<file path="config.mk">
export PLATFORM = sky130hd
export DESIGN_NAME = touch_detect
export DESIGN_NICKNAME = d
export VERILOG_FILES = /design/src/rtl/touch_pkg.sv /design/src/rtl/touch_classify.sv /design/src/rtl/touch_debounce.sv /design/src/rtl/touch_baseline.sv /design/src/rtl/touch_detect.sv
export SDC_FILE = /design/constraint.sdc
export NUM_CORES = 1
export LEC_CHECK = 0
export ABC_AREA = 0
export CAP_MARGIN = 0
export CORE_MARGIN = 2
export CORE_UTILIZATION = 45
export CTS_BUF_LIST = sky130_fd_sc_hd__clkbuf_4 sky130_fd_sc_hd__clkbuf_8
export CTS_CLUSTER_DIAMETER = 30
export DETAILED_ROUTE_END_ITERATION = 7
export GPL_TIMING_DRIVEN = 0
export PLACE_DENSITY = 0.69
export SLEW_MARGIN = 20
export SYNTH_ARGS = -nofsm -noshare
export SYNTH_HDL_FRONTEND = slang
export SYNTH_SLANG_ARGS = --single-unit
export TNS_END_PERCENT = 20
</file>
<file path="constraint.sdc">
create_clock -name clk -period 6 [get_ports clk]
set_input_delay 0.9 -clock clk [delete_from_list [all_inputs] [get_ports clk]]
set_output_delay 0.9 -clock clk [all_outputs]
set_load 0.05 [all_outputs]
</file>
<file path="src/rtl/touch_pkg.sv">
package touch_pkg;

  typedef enum logic {
    TS_RELEASED = 1'b0,
    TS_HELD     = 1'b1
  } touch_state_e;

  typedef struct packed {
    logic below;     // raw strictly under baseline
    logic above_th;  // difference over finger threshold
    logic under_th;  // difference under finger threshold
    logic over_cut;  // difference over upper cut-off
    logic in_noise;  // raw over baseline within noise band
  } sample_flags_t;

endpackage

</file>
<file path="src/rtl/touch_classify.sv">
module touch_classify
  import touch_pkg::*;
#(
  parameter int CW = 16
) (
  input  logic [CW-1:0]  raw,
  input  logic [CW-1:0]  base,
  input  logic [CW-1:0]  finger_th,
  input  logic [CW-1:0]  noise_th,
  input  logic [CW-1:0]  cutoff,
  output logic [CW-1:0]  diff,
  output sample_flags_t  flags
);

  logic rises;

  always_comb begin
    rises          = raw > base;
    diff           = rises ? (raw - base) : '0;
    flags.below    = raw < base;
    flags.above_th = diff > finger_th;
    flags.under_th = diff < finger_th;
    flags.over_cut = diff > cutoff;
    flags.in_noise = rises && (diff <= noise_th);
  end

endmodule

</file>
<file path="src/rtl/touch_debounce.sv">
module touch_debounce
  import touch_pkg::*;
#(
  parameter int DBW = 4,
  parameter int ARW = 20
) (
  input  logic           clk,
  input  logic           rst,
  input  logic           valid,
  input  logic           prime,
  input  sample_flags_t  flags,
  input  logic [DBW-1:0] on_db,
  input  logic [DBW-1:0] off_db,
  input  logic [ARW-1:0] ar_limit,
  output logic           touch,
  output logic           ar_fire
);

  touch_state_e   state_q;
  logic [DBW-1:0] on_cnt_q;
  logic [DBW-1:0] off_cnt_q;
  logic [ARW-1:0] ar_cnt_q;
  logic [DBW:0]   on_next;
  logic [DBW:0]   off_next;
  logic           take;
  logic           press_ok;

  assign take     = valid && !prime;
  assign on_next  = {1'b0, on_cnt_q} + 1'b1;
  assign off_next = {1'b0, off_cnt_q} + 1'b1;
  assign press_ok = flags.above_th && !flags.over_cut;
  assign ar_fire  = take && (state_q == TS_HELD) && (ar_cnt_q >= ar_limit);
  assign touch    = (state_q == TS_HELD);

  always_ff @(posedge clk) begin
    if (rst) begin
      state_q   <= TS_RELEASED;
      on_cnt_q  <= '0;
      off_cnt_q <= '0;
      ar_cnt_q  <= '0;
    end else if (take) begin
      case (state_q)
        TS_RELEASED: begin
          off_cnt_q <= '0;
          ar_cnt_q  <= '0;
          if (press_ok) begin
            if (on_next >= {1'b0, on_db}) begin
              state_q  <= TS_HELD;
              on_cnt_q <= '0;
            end else begin
              on_cnt_q <= on_next[DBW-1:0];
            end
          end else begin
            on_cnt_q <= '0;
          end
        end
        default: begin
          on_cnt_q <= '0;
          if (ar_fire) begin
            state_q   <= TS_RELEASED;
            off_cnt_q <= '0;
            ar_cnt_q  <= '0;
          end else begin
            ar_cnt_q <= ar_cnt_q + 1'b1;
            if (flags.under_th) begin
              if (off_next >= {1'b0, off_db}) begin
                state_q   <= TS_RELEASED;
                off_cnt_q <= '0;
                ar_cnt_q  <= '0;
              end else begin
                off_cnt_q <= off_next[DBW-1:0];
              end
            end else begin
              off_cnt_q <= '0;
            end
          end
        end
      endcase
    end
  end

  // a press never follows an over-range sample
  assert_no_press_over_cut_R3: assert property (@(posedge clk) disable iff (rst)
    $rose(touch) |-> $past(valid && !prime && !flags.over_cut && flags.above_th));

  // autoreset always releases the sensor
  assert_autoreset_releases_R6: assert property (@(posedge clk) disable iff (rst)
    ar_fire |=> !touch);

  // press state holds without a sample
  assert_touch_idle_stable_R9: assert property (@(posedge clk) disable iff (rst)
    !valid |=> $stable(touch));

endmodule

</file>
<file path="src/rtl/touch_baseline.sv">
module touch_baseline
  import touch_pkg::*;
#(
  parameter int CW   = 16,
  parameter int LBRW = 12
) (
  input  logic            clk,
  input  logic            rst,
  input  logic            valid,
  input  logic [CW-1:0]   raw,
  input  sample_flags_t   flags,
  input  logic            touch,
  input  logic            ar_fire,
  input  logic [LBRW-1:0] lbr_limit,
  output logic [CW-1:0]   base,
  output logic            prime
);

  logic [CW-1:0]   base_q;
  logic [LBRW-1:0] lbr_cnt_q;
  logic            init_q;

  assign base  = base_q;
  assign prime = !init_q;

  always_ff @(posedge clk) begin
    if (rst) begin
      base_q    <= '0;
      lbr_cnt_q <= '0;
      init_q    <= 1'b0;
    end else if (valid) begin
      if (!init_q) begin
        base_q    <= raw;
        lbr_cnt_q <= '0;
        init_q    <= 1'b1;
      end else if (ar_fire) begin
        base_q    <= raw;
        lbr_cnt_q <= '0;
      end else if (touch) begin
        lbr_cnt_q <= '0;
      end else if (flags.below) begin
        if (lbr_cnt_q >= lbr_limit) begin
          base_q    <= raw;
          lbr_cnt_q <= '0;
        end else begin
          lbr_cnt_q <= lbr_cnt_q + 1'b1;
        end
      end else begin
        lbr_cnt_q <= '0;
        if (flags.in_noise) base_q <= base_q + 1'b1;
      end
    end
  end

  // a dip still inside the tolerated run leaves the baseline alone
  assert_short_dip_holds_R4: assert property (@(posedge clk) disable iff (rst)
    valid && init_q && !touch && flags.below && (lbr_cnt_q < lbr_limit) |=> $stable(base_q));

  // baseline frozen while pressed unless autoreset
  assert_frozen_when_held_R7: assert property (@(posedge clk) disable iff (rst)
    valid && init_q && touch && !ar_fire |=> $stable(base_q));

  // no sample, no baseline change
  assert_base_idle_stable_R9: assert property (@(posedge clk) disable iff (rst)
    !valid |=> $stable(base_q));

endmodule

</file>
<file path="src/rtl/touch_detect.sv">
module touch_detect
  import touch_pkg::*;
#(
  parameter int CW   = 16,
  parameter int DBW  = 4,
  parameter int LBRW = 12,
  parameter int ARW  = 20
) (
  input  logic            clk,
  input  logic            rst,
  input  logic            s_valid,
  output logic            s_ready,
  input  logic [CW-1:0]   s_raw,
  input  logic [CW-1:0]   cfg_finger_th,
  input  logic [CW-1:0]   cfg_noise_th,
  input  logic [CW-1:0]   cfg_cutoff,
  input  logic [DBW-1:0]  cfg_on_db,
  input  logic [DBW-1:0]  cfg_off_db,
  input  logic [LBRW-1:0] cfg_lbr,
  input  logic [ARW-1:0]  cfg_ar_limit,
  output logic            touch_on,
  output logic [CW-1:0]   baseline,
  output logic [CW-1:0]   diff
);

  sample_flags_t flags;
  logic [CW-1:0] diff_c;
  logic [CW-1:0] diff_q;
  logic [CW-1:0] base_w;
  logic          prime;
  logic          held;
  logic          ar_fire;

  assign s_ready  = 1'b1;
  assign touch_on = held;
  assign baseline = base_w;
  assign diff     = diff_q;

  touch_classify #(.CW(CW)) u_classify (
    .raw       (s_raw),
    .base      (base_w),
    .finger_th (cfg_finger_th),
    .noise_th  (cfg_noise_th),
    .cutoff    (cfg_cutoff),
    .diff      (diff_c),
    .flags     (flags)
  );

  touch_debounce #(.DBW(DBW), .ARW(ARW)) u_debounce (
    .clk      (clk),
    .rst      (rst),
    .valid    (s_valid),
    .prime    (prime),
    .flags    (flags),
    .on_db    (cfg_on_db),
    .off_db   (cfg_off_db),
    .ar_limit (cfg_ar_limit),
    .touch    (held),
    .ar_fire  (ar_fire)
  );

  touch_baseline #(.CW(CW), .LBRW(LBRW)) u_baseline (
    .clk       (clk),
    .rst       (rst),
    .valid     (s_valid),
    .raw       (s_raw),
    .flags     (flags),
    .touch     (held),
    .ar_fire   (ar_fire),
    .lbr_limit (cfg_lbr),
    .base      (base_w),
    .prime     (prime)
  );

  always_ff @(posedge clk) begin
    if (rst)          diff_q <= '0;
    else if (s_valid) diff_q <= diff_c;
  end

  // raw at or under baseline reports zero difference
  assert_diff_saturates_R8: assert property (@(posedge clk) disable iff (rst)
    s_valid && (s_raw <= baseline) |=> diff == '0);

  // autoreset loads the sample into the baseline
  assert_autoreset_loads_R6: assert property (@(posedge clk) disable iff (rst)
    ar_fire |=> baseline == $past(s_raw));

  // difference holds without a sample
  assert_diff_idle_stable_R9: assert property (@(posedge clk) disable iff (rst)
    !s_valid |=> $stable(diff));

endmodule

</file>
==> impl_metrics.ini <==
[placed_design]
portBuffers = 138
dp.cells = 1167
dp_hpwl_um = 14880
place_congestion = 0.8564

[floorplanning]
row_count = 44
ioPinCount = 141
floorplan.die_area_um2 = 15910
start_util_pct = 46.19
dieHeight_um = 126.1
die_w_um = 126.1
core_area_um2 = 14530

[grt]
grt_pass1_vias = 6265
antenna_found_initial = 0
grt_max_degree = 14
grtUsageTotal_pct = 22.93
grt_pass1_wl_um = 29940
grt-ovfl-total = 0

[worst_setup_path]
path_cells = clkdlybuf4s50_1 > ha_1 > a21o_1 > a21oi_1 > a21oi_1 > or4_1 > a311o_1 > a31o_2 > xnor2_1 > nor2_1 > ha_1 > nand4_1 > a21oi_1 > a211oi_1 > a21oi_1 > o221ai_1 > nand2_1 > buf_6 > o31ai_1
critPathRequiredTime_ns = 6.27
cp_max_fo = 10
critical_path_class = primary input to register
max_stage_delay_ns = 0.46
crit_path_end_kind = register
arrival_ns = 5.89
cp_top_family = compound AO/OA/AOI/OAI gates
critical_path.startpoint_type = primary input
cp_slowest_cell = or4_1
path_common_cell = a21oi_1
path_buf_inv = 2

[power]
power_density_nw_per_um2 = 200.1
leakage_nw = 3.853
ir_drop_mv = 0.1286
total_power_mw = 1.713

[sta]
final_max_slew_viol_count = 0
hold_violations = 0
slew_headroom_pct = 38.05
fin_skew_ns = 0.008020
fin_setup_tns_ns = 0
clock.fmax_mhz = 178.1
fin_crit_sh_pct = 93.59
fin_crit_ns = 5.615
rsz0062_at_grt = no
worst_slew_pin_slew_ns = 0.9230
finalHoldWorstSlack_ns = 0.4903
setup_viol = 0

[logic_synthesis]
syn_area_per_cell_um2 = 7.944
synth_nets = 1062
synthCells = 845
synth_edf_count = 0
synth.most_common_cell = ha_1
synth_common_cells = 109 x ha_1, 107 x inv_1, 77 x nor2_1, 74 x dfxtp_1
synth-seq-area-share_pct = 22.07
async_flop_share_pct = 0
yosysWarnings = 0
synth_top_area_share_pct = 22.07
syn_area_um2 = 6713
yosys-top-cells-area = dfxtp_1 22%, ha_1 20%, inv_1 6.0%
yosys.cell_types.count = 71
ys.flop_type = dfxtp_1
synth_top_area_cell = dfxtp_1
ys_ff_latch = 74

[layout]
area_growth_pct = 27.57
fin_cells = 1182
nets = 1210
final_layout_size_suffix_gt1_share_pct = 4.910
n_antenna_cell = 0
nFillCells = 1395

[drt]
ant_nets = 0
first_iter_violations = 500
first_pass_iters = 5
vias_per_cell = 5.538
wire_per_inst_um = 15.57
via_count = 6546
routed_wl_um = 18400
drc = 0

[cts]
cts-root-buf = clkbuf_8
holdBufCountCts = 0
clockBufferDepth = 2
cts_buffers = 9
post_cts_resized = 0
h-tree-depth = 3
clock_latency_ns = 0.37
post_cts_buffers = 0
cts_tree = yes
clock_sinks = 74
cts.clk_slew.worst_paths_ns = 0.08

[status]
outcome = finished clean

[worst_hold_path]
hold_path.class = register to register

[flow_run]
drv_cap = 0
[worst min-delay path, stage by stage (launching register included)]
cell     delay, ns
dfxtp_1       0.34
nand2_1       0.06
a21oi_1       0.05
[final timing paths]
path	start	end	slack, ns	depth (start not counted)
worst min-delay path	u_debounce.on_cnt_q[3]$_SDFFE_PP0P_	u_debounce.on_cnt_q[3]$_SDFFE_PP0P_	0.49	2
worst max register to register	u_baseline.base[3]$_SDFFE_PP0P_	u_baseline.base[15]$_SDFFE_PP0P_	0.91	19
worst max-delay path	s_raw[3]	u_baseline.base[15]$_SDFFE_PP0P_	0.38	19
worst min register to register	u_debounce.on_cnt_q[3]$_SDFFE_PP0P_	u_debounce.on_cnt_q[3]$_SDFFE_PP0P_	0.49	2
[where the power goes]
group / switching [mW] / leakage [nW] / total, mW / internal [mW]
Clock: 0.208 / 0.112 / 0.454 / 0.246
Combinational: 0.414 / 3.14 / 0.720 / 0.306
Sequential: 0.0250 / 0.601 / 0.540 / 0.515
[final cells by class]
type | count | area (um2) | share of cell area, %
multi-input cells | 637 | 4692 | 54.79
clock buffers | 10 | 137.6 | 1.607
plain buffers | 26 | 148.9 | 1.739
clock inverters | 6 | 90.09 | 1.052
flip-flops and latches | 74 | 1481 | 17.30
inverters | 107 | 401.6 | 4.690
repair buffers | 138 | 1381 | 16.13
well taps | 184 | 230.2 | 2.688
[state kept, by name (all words and copies together) (netlist names)]
signal,cells
u_debounce.ar_cnt_q,20
diff,16
u_baseline.base,16
u_baseline.lbr_cnt_q,12
u_debounce.off_cnt_q,4
u_debounce.on_cnt_q,4
u_baseline.init_q,1
u_debounce.touch,1
[cell families after synthesis]
logic type      synth area share [%]
compound gates                 21.64
xor+xnor                       4.045
fa+ha+maj                      20.62
buf+inv                        8.220
flops                          22.07
mux                            2.852
other cells                  0.05586
simple gates                   20.50
[cells in the final DEF (no fill, tap or decap), types with 7 or more instances in the layout]
cell / netlist / routed
ha_1: 109 / 109
nor2b_1: 7 / 7
a311oi_1: 15 / 15
a211oi_1: 11 / 11
clkbuf_8: 0 / 10
nor3_1: 15 / 13
nand4_1: 15 / 15
o21a_1: 11 / 11
o21ai_0: 16 / 16
xor2_1: 18 / 18
inv_1: 107 / 107
clkbuf_1: 16 / 14
a21o_1: 20 / 20
nand3_1: 35 / 35
xnor2_1: 13 / 13
dfxtp_1: 74 / 74
o31ai_1: 8 / 8
mux2i_1: 18 / 18
nor2_1: 77 / 76
clkdlybuf4s50_1: 0 / 138
nand2_1: 53 / 53
nand2b_1: 18 / 18
a31oi_1: 8 / 8
and2_1: 8 / 8
a21oi_1: 53 / 53
and3_1: 19 / 19
[per-layer routing]
layer	vias up	share of wire, %	routed length, um	GRT usage (%)
met4	0	2.3	424	8.468
met3	32	5.8	1068	2.889
met1	2985	47	8675	30.98
li1	3336	-	-	-
met2	193	45	8233	37.51
met5	-	0	0	0
[stage by stage]
stage	area (um2)	utilization [%]	setup slack, ns
6_report	8563	58.92	0.3846
3_3_place_gp	8324	57.27	-0.2581
2_1_floorplan	6713	-	0.9582
3_5_place_dp	8324	57.27	-0.3191
5_1_grt	8563	58.92	0.009141
4_1_cts	8552	58.84	0.07208
Power figures use the tool's default switching activity.
